==> src/rtl/voice_cfg_pkg.sv <==
package voice_cfg_pkg;
  localparam int BUS_W       = 8;
  localparam int TEST_BIT    = 7;
  localparam int KS_CLR_BIT  = 6;
  localparam int KS_SET_BIT  = 5;
  localparam int MODE_BIT    = 4;
  localparam int ALLGATE_BIT = 2;
  localparam int LOPH_BIT    = 1;
  localparam int CRST_BIT    = 0;

  typedef enum logic [1:0] {
    WM_NONE = 2'd0,
    WM_ALL  = 2'd1,
    WM_ONE  = 2'd2
  } wmode_e;

  typedef struct packed {
    logic             sel;
    logic [BUS_W-1:0] val;
  } hold_t;
endpackage

==> src/rtl/cfg_hold_latch.sv <==
module cfg_hold_latch
  import voice_cfg_pkg::*;
(
  input  logic             clk,
  input  logic             rst,
  input  logic             wr_en,
  input  logic             wr_addr,
  input  logic [BUS_W-1:0] wr_data,
  output hold_t            hold
);
  // Every host write lands here, address bit included.
  always_ff @(posedge clk) begin
    if (rst) begin
      hold <= '0;
    end else if (wr_en) begin
      hold.sel <= wr_addr;
      hold.val <= wr_data;
    end
  end
endmodule

==> src/rtl/cfg_cmd_decode.sv <==
module cfg_cmd_decode
  import voice_cfg_pkg::*;
#(
  parameter int VOICE_W = 4
) (
  input  logic               clk,
  input  logic               rst,
  input  logic               wr_en,
  input  logic               wr_addr,
  input  logic [BUS_W-1:0]   wr_data,
  output wmode_e             mode,
  output logic [VOICE_W-1:0] tgt_voice,
  output logic               key_sync,
  output logic               phase_clr,
  output logic               scale_bypass,
  output logic               latch_bypass,
  output logic               cnt_reset,
  output logic               low_phase
);
  localparam int TGT_W = VOICE_W + 1;

  logic [TGT_W-1:0] tgt_q;
  logic             cmd_wr;

  assign cmd_wr = wr_en && !wr_addr;

  always_ff @(posedge clk) begin
    if (rst) begin
      tgt_q        <= '0;
      key_sync     <= 1'b0;
      phase_clr    <= 1'b0;
      scale_bypass <= 1'b0;
      latch_bypass <= 1'b0;
      cnt_reset    <= 1'b0;
      low_phase    <= 1'b0;
    end else if (cmd_wr) begin
      tgt_q        <= wr_data[TGT_W-1:0];
      phase_clr    <= wr_data[TEST_BIT];
      scale_bypass <= wr_data[TEST_BIT];
      latch_bypass <= wr_data[TEST_BIT];
      cnt_reset    <= wr_data[TEST_BIT] & wr_data[CRST_BIT];
      low_phase    <= wr_data[TEST_BIT] & wr_data[LOPH_BIT];
      if (wr_data[KS_CLR_BIT])
        key_sync <= 1'b0;
      else if (wr_data[KS_SET_BIT])
        key_sync <= 1'b1;
    end
  end

  // Store mode follows from the held command: test bit and target register.
  always_comb begin
    if (phase_clr)
      mode = WM_NONE;
    else if (!tgt_q[MODE_BIT])
      mode = WM_ONE;
    else if (!tgt_q[ALLGATE_BIT])
      mode = WM_ALL;
    else
      mode = WM_NONE;
  end

  assign tgt_voice = tgt_q[VOICE_W-1:0];
endmodule

==> src/rtl/voice_match.sv <==
module voice_match #(
  parameter int W = 4
) (
  input  logic [W-1:0] a,
  input  logic [W-1:0] b,
  output logic         eq
);
  logic [W-1:0] same;

  generate
    for (genvar i = 0; i < W; i++) begin : g_bit
      assign same[i] = ~(a[i] ^ b[i]);
    end
  endgenerate

  assign eq = &same;
endmodule

==> src/rtl/voice_loop.sv <==
module voice_loop #(
  parameter int NUM_VOICES = 16,
  parameter int DATA_W     = 8,
  parameter int VOICE_W    = $clog2(NUM_VOICES)
) (
  input  logic               clk,
  input  logic               rst,
  input  logic               step,
  input  logic               wr_all,
  input  logic               wr_one,
  input  logic [VOICE_W-1:0] tgt_voice,
  input  logic [DATA_W-1:0]  din,
  output logic [VOICE_W-1:0] voice,
  output logic [DATA_W-1:0]  head
);
  localparam logic [VOICE_W-1:0] LAST_VOICE = VOICE_W'(NUM_VOICES - 1);

  logic [DATA_W-1:0] ring [NUM_VOICES];
  logic              hit;
  logic              take;
  logic [DATA_W-1:0] tail_in;

  voice_match #(.W(VOICE_W)) u_match (
    .a  (voice),
    .b  (tgt_voice),
    .eq (hit)
  );

  assign take    = wr_all || (wr_one && hit);
  assign tail_in = take ? din : ring[0];

  // ring[k] holds the byte of voice (voice + k) mod NUM_VOICES.
  always_ff @(posedge clk) begin
    if (rst) begin
      voice <= '0;
      for (int k = 0; k < NUM_VOICES; k++) ring[k] <= '0;
    end else if (step) begin
      voice <= (voice == LAST_VOICE) ? '0 : voice + 1'b1;
      for (int k = 0; k < NUM_VOICES - 1; k++) ring[k] <= ring[k+1];
      ring[NUM_VOICES-1] <= tail_in;
    end
  end

  assign head = ring[0];
endmodule

==> src/rtl/voice_cfg_regs.sv <==
module voice_cfg_regs
  import voice_cfg_pkg::*;
#(
  parameter int NUM_VOICES = 16,
  parameter int ALG_W      = 5,
  parameter int FB_W       = 3,
  parameter int VOICE_W    = $clog2(NUM_VOICES)
) (
  input  logic               clk,
  input  logic               rst,
  input  logic               slot_en,
  input  logic               wr_en,
  input  logic               wr_addr,
  input  logic [BUS_W-1:0]   wr_data,
  output logic [VOICE_W-1:0] cur_voice,
  output logic [ALG_W-1:0]   cur_alg,
  output logic [FB_W-1:0]    cur_fb,
  output logic               key_sync,
  output logic               phase_clr,
  output logic               scale_bypass,
  output logic               latch_bypass,
  output logic               cnt_reset,
  output logic               low_phase
);
  localparam int DATA_W = ALG_W + FB_W;

  hold_t              hold;
  wmode_e             mode;
  logic [VOICE_W-1:0] tgt_voice;
  logic               cfg_ready;
  logic [DATA_W-1:0]  head;

  cfg_hold_latch u_hold (
    .clk     (clk),
    .rst     (rst),
    .wr_en   (wr_en),
    .wr_addr (wr_addr),
    .wr_data (wr_data),
    .hold    (hold)
  );

  cfg_cmd_decode #(.VOICE_W(VOICE_W)) u_cmd (
    .clk          (clk),
    .rst          (rst),
    .wr_en        (wr_en),
    .wr_addr      (wr_addr),
    .wr_data      (wr_data),
    .mode         (mode),
    .tgt_voice    (tgt_voice),
    .key_sync     (key_sync),
    .phase_clr    (phase_clr),
    .scale_bypass (scale_bypass),
    .latch_bypass (latch_bypass),
    .cnt_reset    (cnt_reset),
    .low_phase    (low_phase)
  );

  // A store is armed while the holding latch carries a configuration byte.
  assign cfg_ready = hold.sel;

  voice_loop #(
    .NUM_VOICES (NUM_VOICES),
    .DATA_W     (DATA_W),
    .VOICE_W    (VOICE_W)
  ) u_loop (
    .clk       (clk),
    .rst       (rst),
    .step      (slot_en),
    .wr_all    (cfg_ready && (mode == WM_ALL)),
    .wr_one    (cfg_ready && (mode == WM_ONE)),
    .tgt_voice (tgt_voice),
    .din       (hold.val[DATA_W-1:0]),
    .voice     (cur_voice),
    .head      (head)
  );

  assign cur_alg = head[DATA_W-1:FB_W];
  assign cur_fb  = head[FB_W-1:0];
endmodule

==> config.mk <==
export PLATFORM = sky130hd
export DESIGN_NAME = voice_cfg_regs
export DESIGN_NICKNAME = d
export VERILOG_FILES = /design/src/rtl/voice_cfg_pkg.sv /design/src/rtl/cfg_hold_latch.sv /design/src/rtl/cfg_cmd_decode.sv /design/src/rtl/voice_match.sv /design/src/rtl/voice_loop.sv /design/src/rtl/voice_cfg_regs.sv
export SDC_FILE = /design/constraint.sdc
export NUM_CORES = 1
export LEC_CHECK = 0
export BUFFER_PORTS_ARGS = -buffer_cell sky130_fd_sc_hd__buf_2
export CORE_MARGIN = 5
export CORE_UTILIZATION = 57
export CTS_BUF_LIST = sky130_fd_sc_hd__clkbuf_2 sky130_fd_sc_hd__clkbuf_4 sky130_fd_sc_hd__clkbuf_8
export CTS_CLUSTER_DIAMETER = 150
export DETAILED_ROUTE_END_ITERATION = 16
export GPL_TIMING_DRIVEN = 0
export PLACE_DENSITY = 0.85
export SLEW_MARGIN = 40
export SYNTH_ARGS = -nofsm -noshare
export SYNTH_HDL_FRONTEND = slang
export SYNTH_SLANG_ARGS = --single-unit
==> constraint.sdc <==
create_clock -name clk -period 5.75 [get_ports clk]
set_clock_uncertainty 0.15 [all_clocks]
set_input_delay 1.725 -clock clk [delete_from_list [all_inputs] [get_ports clk]]
set_output_delay 1.725 -clock clk [all_outputs]
set_load 0.05 [all_outputs]
==> results of run 1 <==
[logic make-up (layout without fill, tap and decap cells)]
group                    after synthesis  after routing  synth area share
AO/OA/AOI/OAI                         24             24           0.03003
AND/OR/NAND/NOR                      165            165            0.1667
adder cells (fa/ha/maj)                1              1          0.002175
multiplexers                          11             11           0.01937
flip-flops                           150            150            0.7450
buffers and inverters                 29             93           0.02676
XOR/XNOR                               4              4           0.01001
[power by group through the flow]
| stage | registers (mW) | clock network, mW | logic (mW) |
|---|---|---|---|
| after global routing | 1.29 | 0.833 | 0.145 |
| after detailed placement | 1.30 | 0 | 0.135 |
| after global placement | 1.31 | 0 | 0.124 |
| final | 1.28 | 0.767 | 0.133 |
| after floorplan | 1.30 | 0 | 0.0893 |
| after CTS | 1.28 | 0.774 | 0.135 |
[stage by stage]
| stage | setup slack [ns] | TNS [ns] | power, mW | hold slack (ns) | instances |
|---|---|---|---|---|---|
| finish | 2.235 | 0 | 2.179 | 0.3013 | 581 |
| CTS | 2.256 | 0 | 2.189 | 0.3023 | 581 |
| global route | 2.145 | 0 | 2.263 | 0.3331 | 581 |
| floorplan | 0.08165 | 0 | 1.392 | 0.2952 | 384 |
| detailed placement | 1.790 | 0 | 1.437 | 0.2928 | 550 |
| global placement | -1.131 | -144.28 | 1.430 | 0.2898 | 547 |
[cell type report]
cell class	instances	area, sq um
fillers	684	3313
well taps	133	166.4
flip-flops and latches	150	4284
repair buffers	33	210.2
clock buffers	18	241.5
plain buffers	29	153.9
multi-input cells	205	1315
clock inverters	13	135.1
[worst max-delay path, cell delays in order]
cell                       delay (ns)
sky130_fd_sc_hd__buf_2           0.13
sky130_fd_sc_hd__buf_2           0.23
sky130_fd_sc_hd__clkbuf_1        0.39
sky130_fd_sc_hd__or2_4           0.45
sky130_fd_sc_hd__buf_12          0.25
sky130_fd_sc_hd__buf_12          0.26
[state kept, by name (all words and copies together), names as in the netlist]
signal           flops
u_loop.ring        128
u_hold.hold          9
u_cmd.tgt_q          5
u_loop.voice         4
u_cmd.cnt_reset      1
u_cmd.key_sync       1
u_cmd.low_phase      1
u_cmd.phase_clr      1
[path summary, 6_finish.rpt]
| path | startpoint | end | slack, ns | cells after the start |
|---|---|---|---|---|
| worst max-delay path | rst | u_loop.ring[0][35] | 2.23 | 6 |
| worst max register to register | u_loop.voice[1] | u_loop.ring[0][124] | 3.92 | 4 |
| worst min-delay path | u_cmd.cnt_reset | u_cmd.cnt_reset | 0.30 | 2 |
| worst min register to register | u_cmd.cnt_reset | u_cmd.cnt_reset | 0.30 | 2 |
[synthesized netlist by cell type (2+ instances only)]
master and instances:
sky130_fd_sc_hd__edfxtp_1 128, sky130_fd_sc_hd__and2_1 80, sky130_fd_sc_hd__nor2b_1 44, sky130_fd_sc_hd__dfxtp_1 22
sky130_fd_sc_hd__nand2_1 18, sky130_fd_sc_hd__nor2_1 14, sky130_fd_sc_hd__a21oi_1 12, sky130_fd_sc_hd__clkbuf_1 12
sky130_fd_sc_hd__buf_4 11, sky130_fd_sc_hd__mux2i_1 10, sky130_fd_sc_hd__a22o_1 8, sky130_fd_sc_hd__buf_1 3
sky130_fd_sc_hd__buf_2 3, sky130_fd_sc_hd__nand3_1 3, sky130_fd_sc_hd__xnor2_2 3, sky130_fd_sc_hd__nand2b_1 2
[metal layers]
metal	up-vias	global-route usage	part of all wire
met5	-	0	0
met4	0	0.03777	0.0044
met3	5	0.06018	0.064
met2	62	0.2508	0.51
met1	1481	0.2065	0.43
li1	1426	-	-
==> metrics, run 1 <==
part of the cycle the worst path needs=0.6114; CTS sink count=150; total of cells resized after clock tree synthesis=0; total net switching power=around 0.5 mW; half-perimeter wire length of the detailed placement result=6.119 mm; number of setup violations in the final report=0; nets in the synthesized netlist=between 300 and 400; die width=110.4 um; overall global routing resource usage=0.1576; number of diodes=0; port buffer count=30; total placed instance area=approximately 0.006 sq mm; post-synth design cell area=approximately 0.0058 sq mm; H-tree levels=4; number of DRC markers in iteration 0=between 150 and 200; Crit Path Max Fanout=45; effective utilization at floorplan=0.5856; wire length after detailed routing=around 9.3 mm; result of the run=complete, no violations; antenna violations before repair=0; relative area change from synthesis to final layout=13.14%; most frequently used flop master after synthesis=sky130_fd_sc_hd__edfxtp_1; Slew Viols, Final=0; minimum clock period=between 3 and 4 ns; number of ports placed on the die boundary=31; cell types occupying the most area after synthesis=sky130_fd_sc_hd__edfxtp_1 (67%), sky130_fd_sc_hd__and2_1 (8.7%), sky130_fd_sc_hd__dfxtp_1 (7.7%); design area=0.006506 sq mm; global-route wire length before repair=approximately 15 mm; Inserted Clock Buffers=17; warnings from Yosys=0; startpoint class of the critical path=input port; number of buffers between clock root and the deepest sink=2; Gate power share=0.061; Async S/R FF share, synth=0; distinct cell type count after synthesis=27; clock-pin slew reported for the worst setup and hold paths after clock tree synthesis=roughly 0.08 ns; Overflow after GRT=0; register share of total power=0.587; critical setup path kind=in -> reg; Via-to-Cell Ratio=5.119; transition at the pin with the smallest max-transition slack=a little over 0.5 ns; number of nets with antenna violations after detailed routing=0; switching fraction of total power=0.2257; setup repair after global routing missed its margin=false; average routed wire per standard cell=around 16 um; standard-cell row count=36; final core utilization=0.6626; Pint=1.687 mW; largest net degree at the start of global routing=46; CTS tree=done; gate count of the mapped netlist=about 380; register area share after synthesis=0.7450; DR pass1 iterations=4; Via Count=between 2000 and 3000; class of the tightest hold or removal check=reg -> reg; Final Net Count=450; clock share of power=0.352; share of cells above drive strength 1=0.1897; most frequent standard cell in the layout excluding fill and tap cells=sky130_fd_sc_hd__edfxtp_1; number of global-route vias before repair=2926; core area=between 0.009 and 0.01 sq mm; Routability Congestion=between 0.7 and 0.8; post-synth top area share=0.6684; Critical Path AT=around 3.5 ns; number of register bits inferred by synthesis=150; clock root cell=sky130_fd_sc_hd__clkbuf_8; total setup buffers inserted after CTS=0; number of max-capacitance violations reported=0; static leakage=between 2 and 3 nW; endpoint type of the worst setup path=flop; count of hold-fix buffers inserted at cts=0; Fmax achieved=about 0.28 GHz; Mean Syn Cell Area=between 10 and 15 sq um; Die Height=between 100 and 150 um; Die Outline Area=around 0.012 sq mm; Max IR drop VDD=around 0.00022 V; commonest cells after routing, fill and taps aside=sky130_fd_sc_hd__edfxtp_1 (128), sky130_fd_sc_hd__and2_1 (80), sky130_fd_sc_hd__nor2b_1 (44); total power divided by cell area=around 330 mW/mm^2; clock latency reported for the late side of the worst-skew pair=about 0.43 ns; Data required, critical path=5.71 ns; number of enable-type register cells in the synthesized netlist=between 100 and 150; endpoints failing hold=0; Max transition margin=0.6640; remaining routing DRC violations=0; post-synthesis cell type with the largest combined area=sky130_fd_sc_hd__edfxtp_1
No activity file was read; power rests on OpenSTA's default activity.
==> run 2, diff against run 1 <==
- ABC_AREA: unset -> 1
- CORE_UTILIZATION: 57 -> 63
- PLACE_DENSITY: 0.85 -> 0.89
- clock period: 5.75 -> 3.4 ns (I/O delays scaled with it)
==> metrics, run 2 <==
result of the run=complete, no violations; DR pass1 iterations=5; Max transition margin=0.6635; total placed instance area=roughly 0.0063 sq mm; average routed wire per standard cell=14.26 um; Worst Setup Slack post-DPL=roughly 0.47 ns; commonest cells after routing, fill and taps aside=sky130_fd_sc_hd__inv_1 (138), sky130_fd_sc_hd__nor2_1 (137), sky130_fd_sc_hd__edfxtp_1 (128); clock latency reported for the late side of the worst-skew pair=0.44 ns; CTS tree=done; Setup TNS Final=0 ns; minimum clock period=2.479 ns; # fillers=between 500 and 600; antenna violations before repair=0; number of standard cells in the final layout excluding fillers=approximately 740; overall global routing resource usage=0.2000; worst reg2reg path startpoint=u_loop.voice[2]; Critical Path AT=roughly 2.4 ns; half-perimeter wire length of the detailed placement result=around 7 mm; cell types occupying the most area after synthesis=sky130_fd_sc_hd__edfxtp_1 (64%), sky130_fd_sc_hd__inv_1 (8.7%), sky130_fd_sc_hd__nor2_1 (8.6%); number of max-capacitance violations reported=0; post-synthesis cell type with the largest combined area=sky130_fd_sc_hd__edfxtp_1; worst hold stages=2; Via-to-Cell Ratio=between 4 and 5; Slowest Stage Delay on Critical Path=about 0.43 ns; number of diodes=0; design area=0.006710 sq mm; clock-pin slew reported for the worst setup and hold paths after clock tree synthesis=about 0.080 ns; Routability Congestion=roughly 0.87; endpoint type of the worst setup path=flop; nets in the synthesized netlist=between 500 and 600; post-synth top area share=0.6439; distinct cell type count after synthesis=25; count of hold-fix buffers inserted at cts=0; most frequently used flop master after synthesis=sky130_fd_sc_hd__edfxtp_1; transition at the pin with the smallest max-transition slack=0.5047 ns; number of flip-flops under the largest register name=~130; Data required, critical path=roughly 3.4 ns; Overflow after GRT=0; endpoints failing hold=0; largest register by flop count=u_loop.ring; crit path cell chain=buf_2, clkinv_1, nand2_8, buf_16; number of enable-type register cells in the synthesized netlist=128; hold wc startpoint=u_hold.hold[0]; Crit Path Max Fanout=between 80 and 90; warnings from Yosys=0; core area=between 0.009 and 0.01 sq mm; startpoint class of the critical path=input port; Slew Viols, Final=0; class of the tightest hold or removal check=reg -> reg; effective utilization at floorplan=0.6460; CTS sink count=150; setup slack of the worst register-to-register path=1.62 ns; total power divided by cell area=between 500 and 600 mW/mm^2; H-tree levels=4; die width=~110 um; total setup buffers inserted after CTS=0; port buffer count=29; Die Height=around 110 um; Top Registers=u_loop.ring (128), u_hold.hold (9), u_cmd.tgt_q (5); static leakage=between 2 and 3 nW; Fmax achieved=between 0.4 and 0.5 GHz; Max IR drop VDD=between 0.0003 and 0.0004 V; most frequent standard cell in the layout excluding fill and tap cells=sky130_fd_sc_hd__inv_1; post-synth design cell area=around 0.006 sq mm; number of ports placed on the die boundary=31; Via Count=3670; relative area change from synthesis to final layout=12.41%; number of DRC markers in iteration 0=around 400; global-route wire length before repair=~18 mm; Async S/R FF share, synth=0; worst setup margin=roughly 0.92 ns; register area share after synthesis=0.7177; cell with the largest stage delay on the worst path=sky130_fd_sc_hd__nand2_8; number of global-route vias before repair=3699; gate count of the mapped netlist=~550; Final Net Count=slightly above 600; remaining routing DRC violations=0; share of cells above drive strength 1=0.1431; number of nets with antenna violations after detailed routing=0; Mean Syn Cell Area=between 10 and 15 sq um; Inserted Clock Buffers=17; critical setup path kind=in -> reg; clock root cell=sky130_fd_sc_hd__clkbuf_8; hold endpoint=u_hold.hold[0]; number of register bits inferred by synthesis=150; most common library cells after synthesis=sky130_fd_sc_hd__inv_1 (138), sky130_fd_sc_hd__nor2_1 (137), sky130_fd_sc_hd__edfxtp_1 (128); standard-cell row count=35; total of cells resized after clock tree synthesis=0; Inst Count DP=712; wire length after detailed routing=approximately 11 mm; RR Endpoint=u_loop.ring[0][122]; setup repair after global routing missed its margin=false; Die Outline Area=between 0.01 and 0.015 sq mm; number of setup violations in the final report=0; number of buffers between clock root and the deepest sink=2; largest net degree at the start of global routing=a little over 80; R2R depth=8; part of the cycle the worst path needs=0.7292; most common cell in the netlist=sky130_fd_sc_hd__inv_1
==> run 2: cell types whose count changed after synthesis, sizes merged, moves of 8 or more <==
cell   change
inv      +142
nor2     +125
and2      -80
nor2b     -44
nand2     +20
nand3     +14
mux2i     -10
a21oi      +8
a22o       -8
o21ai      +8
==> run 2: power by group <==
| part | leakage [nW] | switching (mW) | internal, mW | total [mW] |
|---|---|---|---|---|
| combinational | 1.08 | 0.200 | 0.0796 | 0.280 |
| clock | 0.197 | 0.745 | 0.609 | 1.35 |
| sequential | 1.60 | 0.0447 | 2.13 | 2.17 |
==> run 2: through the flow <==
stage	hold WS [ns]	utilization	power [mW]
3_3_place_gp	0.3000	0.6800	2.461
4_1_cts	0.3236	0.7262	3.819
6_report	0.3264	0.7262	3.804
3_5_place_dp	0.3061	0.6840	2.487
5_1_grt	0.3298	0.7262	3.952
2_1_floorplan	0.2888	-	2.399
==> run 2: metal layers <==
metal / vias up / GRT usage / wire length [um]
li1: 1791 / - / -
met1: 1745 / 0.2345 / 4215
met2: 116 / 0.3646 / 5784
met3: 18 / 0.04559 / 484
met4: 0 / 0.06222 / 125
met5: - / 0 / 0
==> run 2: cell families (layout without fill, tap and decap cells) <==
kind of cell               Yosys count  in the layout  synth area share
and+or+nand+nor                    197            197            0.1333
xor gates and xnor gates             1              1          0.001467
AOI/OAI and AO/OA                   32             32           0.02851
adders and majority gates            1              1          0.002096
buffers and inverters              172            234            0.1170
DFF                                150            150            0.7177
==> run 2: final cells by class <==
| class | instances | area (sq um) | share of cell area |
|---|---|---|---|
| plain buffers | 29 | 161.4 | 0.02405 |
| clock buffers | 17 | 234.0 | 0.03487 |
| clock inverters | 15 | 156.4 | 0.02331 |
| inverters | 143 | 536.8 | 0.07999 |
| multi-input cells | 231 | 1003 | 0.1495 |
| flip-flops and latches | 150 | 4284 | 0.6384 |
| well taps | 129 | 161.4 | 0.02405 |
| repair buffers | 30 | 172.7 | 0.02573 |
==> run 2: worst max path at each step <==
stage	cells after the start	slack [ns]	endpoint	start
6_report	4	0.92	u_loop.ring[0][23]	rst
5_1_grt	4	0.84	u_loop.ring[0][69]	rst
4_1_cts	4	0.95	u_loop.ring[0][48]	rst
3_5_place_dp	4	0.47	u_loop.ring[0][52]	rst
3_3_place_gp	3	0.10	u_loop.ring[0][58]	rst
2_1_floorplan	3	0.53	u_loop.ring[0][0]	rst
==> run 2: critical path: cells and delay by family <==
| kind | cells | cell delay (ns) |
|---|---|---|
| AND/OR/NAND/NOR | 1 | 0.43 |
| buffers and inverters | 3 | 0.91 |
==> run 3, diff against run 2 <==
- ABC_AREA: 1 -> 0
- CORE_UTILIZATION: 63 -> 57
- PLACE_DENSITY: 0.89 -> 0.85
- clock period: 3.4 -> 2.2 ns (I/O delays scaled with it)
==> metrics, run 3 (same netlist as run 1, synthesis figures left out) <==
result of the run=complete, no violations; die width=approximately 110 um; endpoint type of the worst setup path=primary output; most frequent standard cell in the layout excluding fill and tap cells=sky130_fd_sc_hd__edfxtp_1; count of hold-fix buffers inserted at cts=0; Gate power share=0.058; Die Height=between 100 and 150 um; standard-cell row count=36; Fmax achieved=0.4701 GHz; endpoints failing hold=0; clock-pin slew reported for the worst setup and hold paths after clock tree synthesis=approximately 0.08 ns; class of the tightest hold or removal check=in -> reg; final core utilization=0.6720; part of the cycle the worst path needs=0.9669; cell with the largest stage delay on the worst path=sky130_fd_sc_hd__edfxtp_1; effective utilization at floorplan=0.5856; number of flip-flops under the largest register name=128; Routability Congestion=approximately 0.8; minimum clock period=approximately 2.1 ns; crit path cell chain=buf_4, buf_2; static leakage=around 2.6 nW; number of buffers between clock root and the deepest sink=2; Via Count=around 3000; startpoint class of the critical path=flop; number of ports placed on the die boundary=31; clock share of power=0.389; Slowest Stage Delay on Critical Path=between 0.4 and 0.5 ns; design area=approximately 0.0066 sq mm; Inserted Clock Buffers=17; H-tree levels=4; DR pass1 iterations=4; total power divided by cell area=916.6 mW/mm^2; worst setup margin=between 0.07 and 0.08 ns; CTS sink count=150; half-perimeter wire length of the detailed placement result=between 5 and 6 mm; antenna violations before repair=0; Crit Path Max Fanout=2; wire length after detailed routing=roughly 9.4 mm; total placed instance area=a little over 0.006 sq mm; commonest cells after routing, fill and taps aside=sky130_fd_sc_hd__edfxtp_1 (128), sky130_fd_sc_hd__and2_1 (80), sky130_fd_sc_hd__nor2b_1 (44); relative area change from synthesis to final layout=14.75%; global-route wire length before repair=~16 mm; port buffer count=30; number of diodes=0; Pint=around 4.8 mW; Worst Setup Slack post-DPL=-0.3106 ns; Fin Hold WS=around 0.26 ns; largest register by flop count=u_loop.ring; Crit path max-delay family=flip-flops; Slew Viols, Final=0; number of global-route vias before repair=about 3100; most used routing layer in global routing=met2; largest net degree at the start of global routing=46; setup repair after global routing missed its margin=false; Critical Path AT=around 1.3 ns; # fillers=between 600 and 700; total setup buffers inserted after CTS=0; register share of total power=0.552; met2 Use GR=0.2573; CTS tree=done; Final Net Count=450; overall global routing resource usage=0.1649; average routed wire per standard cell=roughly 16 um; Die Outline Area=0.01220 sq mm; Overflow after GRT=0; clock latency reported for the late side of the worst-skew pair=0.45 ns; GR Layer Usage met3=0.04978; share of cells above drive strength 1=0.1938; switching fraction of total power=0.2126; total net switching power=approximately 1.3 mW; Data required, critical path=about 1.4 ns; number of setup violations in the final report=0; number of DRC markers in iteration 0=208; total of cells resized after clock tree synthesis=0; Max IR drop VDD=roughly 0.00058 V; clock root cell=sky130_fd_sc_hd__clkbuf_8; critical setup path kind=reg -> out; flip-flop and latch area=~0.0043 sq mm; Max transition margin=0.6792; Via-to-Cell Ratio=a little over 5; Top Registers=u_loop.ring (128), u_hold.hold (9), u_cmd.tgt_q (5); CP Buf/Inv Count=2; number of nets with antenna violations after detailed routing=0; remaining routing DRC violations=0; global-route met1 utilization=0.2146; Multi-input gate area=around 0.0013 sq mm; number of max-capacitance violations reported=0; core area=0.009819 sq mm; transition at the pin with the smallest max-transition slack=slightly below 0.5 ns
[run 3: worst register-to-register path: stages (launching register included)]
cell	delay (ns)
sky130_fd_sc_hd__dfxtp_1	0.48
sky130_fd_sc_hd__xnor2_2	0.16
sky130_fd_sc_hd__nand4_2	0.15
sky130_fd_sc_hd__o31ai_4	0.47
sky130_fd_sc_hd__a22o_1	0.27
[run 3: path summary, 6_finish.rpt]
check	start	end	slack, ns	depth (start not counted)
setup / recovery	u_loop.ring[0][4]	cur_alg[1]	0.07	2
hold / removal	wr_data[6]	u_cmd.key_sync	0.26	2
setup reg to reg	u_loop.voice[0]	u_loop.ring[0][124]	0.38	4
hold reg to reg	u_cmd.cnt_reset	u_cmd.cnt_reset	0.32	2
[run 3: power groups by stage]
stage / clock network (mW) / registers [mW] / logic [mW]
floorplan: 0 / 3.39 / 0.238
global placement: 0 / 3.40 / 0.326
detailed placement: 0 / 3.40 / 0.355
CTS: 2.39 / 3.34 / 0.358
global route: 2.54 / 3.36 / 0.385
finish: 2.35 / 3.34 / 0.353
[run 3: final cells by class]
| type | count | share of cell area |
|---|---|---|
| plain buffers | 29 | 0.02636 |
| multi-input cells | 205 | 0.1993 |
| clock inverters | 14 | 0.03148 |
| well taps | 133 | 0.02522 |
| flip-flops and latches | 150 | 0.6492 |
| clock buffers | 18 | 0.03659 |
| repair buffers | 33 | 0.03185 |
[run 3: routing by layer]
layer	share of wire	vias to the layer above
li1	-	1434
met1	0.45	1500
met2	0.50	58
met3	0.038	22
met4	0.020	0
met5	0	-
[run 3: per-stage QoR]
| step | instances | power (mW) | TNS [ns] |
|---|---|---|---|
| 2_1_floorplan | 384 | 3.632 | -29.53 |
| 3_3_place_gp | 547 | 3.728 | -94.79 |
| 3_5_place_dp | 550 | 3.756 | -22.38 |
| 4_1_cts | 582 | 6.090 | 0 |
| 5_1_grt | 582 | 6.278 | 0 |
| 6_report | 582 | 6.049 | 0 |
